<file path="src/rtl/spi_sw_pkg.sv">
package spi_sw_pkg;

  // Events derived from the synchronized serial pins, one cycle wide each.
  typedef struct packed {
    logic active;       // select is low (synchronized)
    logic lead;         // leading serial clock edge inside a frame
    logic trail;        // trailing serial clock edge inside a frame
    logic frame_start;  // select just fell
    logic frame_end;    // select just rose
  } spi_evt_t;

  function automatic int cnt_width(input int bits);
    return (bits > 1) ? $clog2(bits) : 1;
  endfunction

endpackage

</file>
<file path="src/rtl/spi_sw_sync.sv">
module spi_sw_sync
  import spi_sw_pkg::*;
#(
  parameter int STAGES = 2,
  parameter bit CPOL   = 1'b0
) (
  input  logic     clk,
  input  logic     rst,
  input  logic     ser_clk,
  input  logic     sel_n,
  input  logic     ser_in,
  output spi_evt_t evt,
  output logic     din_s
);

  logic [STAGES-1:0] sk_pipe;
  logic [STAGES-1:0] cs_pipe;
  logic [STAGES-1:0] dt_pipe;
  logic              sk_prev;
  logic              cs_prev;
  logic              sk_s;
  logic              cs_s;

  // Same depth on all three paths so data lines up with its clock edge.
  always_ff @(posedge clk) begin
    if (rst) begin
      sk_pipe <= {STAGES{CPOL}};
      cs_pipe <= '1;
      dt_pipe <= '0;
      sk_prev <= CPOL;
      cs_prev <= 1'b1;
    end else begin
      sk_pipe <= {sk_pipe[STAGES-2:0], ser_clk};
      cs_pipe <= {cs_pipe[STAGES-2:0], sel_n};
      dt_pipe <= {dt_pipe[STAGES-2:0], ser_in};
      sk_prev <= sk_pipe[STAGES-1];
      cs_prev <= cs_pipe[STAGES-1];
    end
  end

  assign sk_s  = sk_pipe[STAGES-1];
  assign cs_s  = cs_pipe[STAGES-1];
  assign din_s = dt_pipe[STAGES-1];

  always_comb begin
    evt.active      = ~cs_s;
    evt.lead        = ~cs_s & (sk_prev == CPOL) & (sk_s != CPOL);
    evt.trail       = ~cs_s & (sk_prev != CPOL) & (sk_s == CPOL);
    evt.frame_start = cs_prev & ~cs_s;
    evt.frame_end   = ~cs_prev & cs_s;
  end

endmodule

</file>
<file path="src/rtl/spi_sw_shift.sv">
module spi_sw_shift
  import spi_sw_pkg::*;
#(
  parameter int BITS = 8,
  parameter bit CPHA = 1'b0
) (
  input  logic            clk,
  input  logic            rst,
  input  spi_evt_t        evt,
  input  logic            din_s,
  output logic [BITS-1:0] sr_q,
  output logic            out_bit,
  output logic            frame_good
);

  localparam int CW = cnt_width(BITS);

  logic [CW-1:0] cnt_q;
  logic          seen_q;
  logic          shift_now;
  logic          shift_bit;

  generate
    if (CPHA == 1'b0) begin : g_ph0
      // Sample on leading edge, move into the register on trailing edge.
      logic cap_q;
      always_ff @(posedge clk) begin
        if (rst)           cap_q <= 1'b0;
        else if (evt.lead) cap_q <= din_s;
      end
      assign shift_now = evt.trail;
      assign shift_bit = cap_q;
      assign out_bit   = sr_q[BITS-1];
    end else begin : g_ph1
      // Present the next bit on leading edge, sample on trailing edge.
      logic drv_q;
      always_ff @(posedge clk) begin
        if (rst)                                drv_q <= 1'b0;
        else if (evt.frame_start || evt.lead)   drv_q <= sr_q[BITS-1];
      end
      assign shift_now = evt.trail;
      assign shift_bit = din_s;
      assign out_bit   = drv_q;
    end
  endgenerate

  always_ff @(posedge clk) begin
    if (rst) begin
      sr_q   <= '0;
      cnt_q  <= '0;
      seen_q <= 1'b0;
    end else if (evt.frame_start) begin
      cnt_q  <= '0;
      seen_q <= 1'b0;
    end else if (shift_now) begin
      sr_q <= {sr_q[BITS-2:0], shift_bit};
      if (cnt_q == CW'(BITS - 1)) begin
        cnt_q  <= '0;
        seen_q <= 1'b1;
      end else begin
        cnt_q <= cnt_q + 1'b1;
      end
    end
  end

  assign frame_good = evt.frame_end & seen_q & (cnt_q == '0);

endmodule

</file>
<file path="src/rtl/spi_sw_outreg.sv">
module spi_sw_outreg #(
  parameter int BITS   = 8,
  parameter int NUM_SW = 4
) (
  input  logic              clk,
  input  logic              rst,
  input  logic              load,
  input  logic [BITS-1:0]   sr,
  output logic [NUM_SW-1:0] sw_q
);

  always_ff @(posedge clk) begin
    if (rst)       sw_q <= '0;
    else if (load) sw_q <= sr[NUM_SW-1:0];
  end

endmodule

</file>
<file path="src/rtl/spi_switch_slave.sv">
module spi_switch_slave
  import spi_sw_pkg::*;
#(
  parameter int BITS        = 8,
  parameter int NUM_SW      = 4,
  parameter int SYNC_STAGES = 2,
  parameter bit CPOL        = 1'b0,
  parameter bit CPHA        = 1'b0
) (
  input  logic              clk,
  input  logic              rst,
  input  logic              ser_clk,
  input  logic              sel_n,
  input  logic              ser_in,
  output logic              ser_out,
  output logic              ser_oe,
  output logic [NUM_SW-1:0] sw_en
);

  spi_evt_t        evt;
  logic            din_s;
  logic [BITS-1:0] sr_q;
  logic            out_bit;
  logic            frame_good;
  logic            oe_q;

  spi_sw_sync #(.STAGES(SYNC_STAGES), .CPOL(CPOL)) u_sync (
    .clk     (clk),
    .rst     (rst),
    .ser_clk (ser_clk),
    .sel_n   (sel_n),
    .ser_in  (ser_in),
    .evt     (evt),
    .din_s   (din_s)
  );

  spi_sw_shift #(.BITS(BITS), .CPHA(CPHA)) u_shift (
    .clk        (clk),
    .rst        (rst),
    .evt        (evt),
    .din_s      (din_s),
    .sr_q       (sr_q),
    .out_bit    (out_bit),
    .frame_good (frame_good)
  );

  spi_sw_outreg #(.BITS(BITS), .NUM_SW(NUM_SW)) u_out (
    .clk  (clk),
    .rst  (rst),
    .load (frame_good),
    .sr   (sr_q),
    .sw_q (sw_en)
  );

  always_ff @(posedge clk) begin
    if (rst) oe_q <= 1'b0;
    else     oe_q <= evt.active;
  end

  assign ser_oe  = oe_q;
  assign ser_out = out_bit & oe_q;

endmodule

</file>
<file path="config.mk">
export PLATFORM = sky130hd
export DESIGN_NAME = spi_switch_slave
export DESIGN_NICKNAME = d
export VERILOG_FILES = /design/src/rtl/spi_sw_pkg.sv /design/src/rtl/spi_sw_sync.sv /design/src/rtl/spi_sw_shift.sv /design/src/rtl/spi_sw_outreg.sv /design/src/rtl/spi_switch_slave.sv
export SDC_FILE = /design/constraint.sdc
export NUM_CORES = 1
export LEC_CHECK = 0
export ABC_CLOCK_PERIOD_IN_PS = 1500
export BUFFER_PORTS_ARGS = -buffer_cell sky130_fd_sc_hd__buf_2
export CELL_PAD_IN_SITES_DETAIL_PLACEMENT = 1
export CELL_PAD_IN_SITES_GLOBAL_PLACEMENT = 1
export CORE_MARGIN = 2
export CORE_UTILIZATION = 38
export CTS_CLUSTER_DIAMETER = 200
export DETAILED_ROUTE_END_ITERATION = 8
export GPL_ROUTABILITY_DRIVEN = 1
export PLACE_DENSITY = 0.68
export SYNTH_ARGS = -nofsm -noshare
export SYNTH_HDL_FRONTEND = slang
export SYNTH_SLANG_ARGS = --single-unit
</file>
<file path="constraint.sdc">
create_clock -name clk -period 1.5 [get_ports clk]
set_clock_uncertainty 0.2 [all_clocks]
set_input_delay 0.15 -clock clk [delete_from_list [all_inputs] [get_ports clk]]
set_output_delay 0.15 -clock clk [all_outputs]
set_load 0.01 [all_outputs]
</file>
==> metrics <==
status=completed; fin crit period=1420 ps; die height=between 50 and 60 um; Pleak=0.000473 uW; fraction of layout cells with a size suffix above 1=~20%; row count=18; post-DP HPWL=approximately 1200 um; final setup TNS=0 ps; H-tree lvl count=1; worst-margin pin slew=approximately 350 ps; Setup crit start kind=flop; Levels on crit path=5; reg2reg start=u_sync.cs_pipe[1]; Crit path arrival time=between 1000 and 1500 ps; WL per Instance=~11 um; Net Count, Synth=just over 100; worst stage delay on the critical path=between 300 and 400 ps; CP Capture Type=flop; Hold Path Class=in2reg; number of diodes=0; core area=between 2000 and 2500 um^2; post-synth cell types=19; Worst setup startpoint=u_sync.cs_pipe[1]; Yosys warning count=0; Final Non-Filler Cells=~140; Vias/cell=4.71; CP max stage cell=dfxtp_1; syn avg cell area=between 10 and 15 um^2; # port buffers=10; maximum root-to-sink buffer count=2; final setup violation count=0; worst skew pair latency=just over 300 ps; first-pass GRT wire length=2750 um; worst reg2reg path depth=5; Antenna Violating Nets Remaining=0; GR Overflow Total=0; CTS root buf=clkbuf_4; Synth Cell Area=about 960 um^2; placer congestion estimate=~0.64; DRT Pass-1 Iters=2; Achievable Freq=slightly above 700 MHz; Post-route DRC=0; HP Start=rst; area of the multi-input gates=a little over 400 um^2; Die Width=approximately 54 um; CTS Buf Count=3; Critical Path RT=roughly 1500 ps; fin. max-slew vios=0; max_slew headroom=approximately three quarters; Worst Setup EP=u_shift.cnt_q[2]; Worst IR Drop VDD=roughly 450 uV; Worst R2R End=u_shift.cnt_q[2]; worst-path maximum fanout=5; placed insts=between 100 and 150; post-synthesis cell count=between 90 and 100; Layout fillers=approximately 290; top cell family by delay on the critical path=flip-flops; CTS tree=done; max cap viols=0; Buf/Inv on CP=2; TritonCTS Sinks=26; die area=a little under 3000 um^2; via count=approximately 670; WHS Path Cells=2; Nets=about 120; Yosys reg bits=26; vias in the first global route=approximately 660; PwrDens=between 900 and 1000 nW/um^2; unrepaired setup endpoints after global routing=false; I/O Pins=11; Clk pin slew, worst setup/hold paths=140 ps; initial core utilization=between 30 and 40%; wirelength, routed=1580 um; initial antenna violation count=0; P&R area growth vs syn=18.3%; count of final hold-check violations=0; R2R setup slack=approximately 84 ps; largest net degree at the start of global routing=24; critical path's most frequent cell=buf_4; register area=520 um^2; crit-path cells=buf_4 > nor3b_1 > buf_4 > mux2i_1 > nor2_1; gr usage total=around an eighth; DR iter-0 viols=6; fin crit share=between 90 and 100%; sequential fraction of the synthesis area=a little over half; Crit Path Class=reg2reg
registers in the layout (all words and copies together), names as in the netlist:
register and cells:
ser_oe 1, u_out.sw_q 4, u_shift.cnt_q 3, u_shift.g_ph0.cap_q 1, u_shift.seen_q 1, u_shift.sr_q 8
u_sync.cs_pipe 2, u_sync.cs_prev 1, u_sync.dt_pipe 2, u_sync.sk_pipe 2, u_sync.sk_prev 1
routing by layer:
| metal | vias up | track usage, % | part of all wire, % |
|---|---|---|---|
| met4 | 0 | 7.50 | 0.95 |
| met3 | 2 | 2.50 | 2.7 |
| li1 | 342 | - | - |
| met5 | - | 0 | 0 |
| met1 | 319 | 15.3 | 48 |
| met2 | 6 | 22.5 | 49 |
area by class of cell:
cell class,instances,share of cell area [%]
Clock buffer,4,3.21
Timing Repair Buffer,17,9.73
Tap cell,30,3.32
Multi-Input combinational cell,61,36.4
Sequential cell,26,46.0
Inverter,4,1.33
timing repair:
item	CTS	global route
hold buffers	3	0
gates resized for setup	1	0
buffers inserted	0	0
setup endpoints to repair	5	0
hold endpoints to repair	3	0
layout by cell type, fill, tap and decap left out, types with 2 or more instances in the layout:
cell type	instances
nand2_1	11
mux2i_1	10
nor2b_1	5
dlygate4sd3_1	3
nor3b_1	2
nand2b_1	9
inv_1	4
clkbuf_4	3
ha_1	3
dfxtp_1	26
nor2_1	6
buf_4	4
or2_2	2
buf_2	10
a21oi_1	7
logic make-up (layout without fill, tap and decap cells):
logic type	count (synthesis)	count (layout)	synth area share, %
compound gates	8	8	4.45
fa+ha+maj	3	3	3.93
buf+inv	7	25	2.88
flops	26	26	54.5
mux	10	10	10.5
simple gates	40	40	23.8
synthesized netlist by cell type, drive strengths merged:
cell type	instances	share of area [%]
nor4b	1	1.6
buf	1	0.52
or2	2	1.3
nor4bb	1	1.0
or4b	1	1.0
nand2b	9	5.9
nor3b	2	1.6
and2	1	0.65
inv	4	1.6
a21o	1	0.79
dfxtp	26	54
a21oi	7	3.7
nor2b	5	3.3
nand2	11	4.3
mux2i	10	10
clkbuf	2	0.79
ha	3	3.9
nand3b	1	0.79
nor2	6	2.4
worst register-to-register path, cell delays in order, from the launching register on:
cell	delay, ps
dfxtp_1	340
buf_4	150
nor3b_1	220
buf_4	180
mux2i_1	180
nor2_1	50
report_power, final:
part	internal, uW	switching (uW)	leakage [uW]	total, uW
sequential	700	4.32	0.000211	705
clock	148	198	0.0000210	346
combinational	22.8	17.2	0.000241	40.0
worst min path at each step:
stage | to | slack [ps]
3_5_place_dp | u_sync.cs_pipe[0] | 140
2_1_floorplan | u_sync.cs_pipe[0] | 50
6_report | u_shift.g_ph0.cap_q | 4
3_3_place_gp | u_sync.cs_pipe[0] | 130
4_1_cts | u_shift.g_ph0.cap_q | 7
5_1_grt | u_sync.sk_pipe[0] | 20
per-stage QoR:
step,util (%),cell area [um^2],total power [uW],worst slack [ps],hold WS [ps]
2_1_floorplan,-,956,741,66.3,53.8
3_3_place_gp,43.6,1060,754,34.4,132
3_5_place_dp,43.6,1060,755,4.17,136
4_1_cts,46.5,1130,1110,89.2,6.59
5_1_grt,46.5,1130,1140,0.645,23.4
6_report,46.5,1130,1090,83.6,3.81
(Power assumes the default switching activity.)
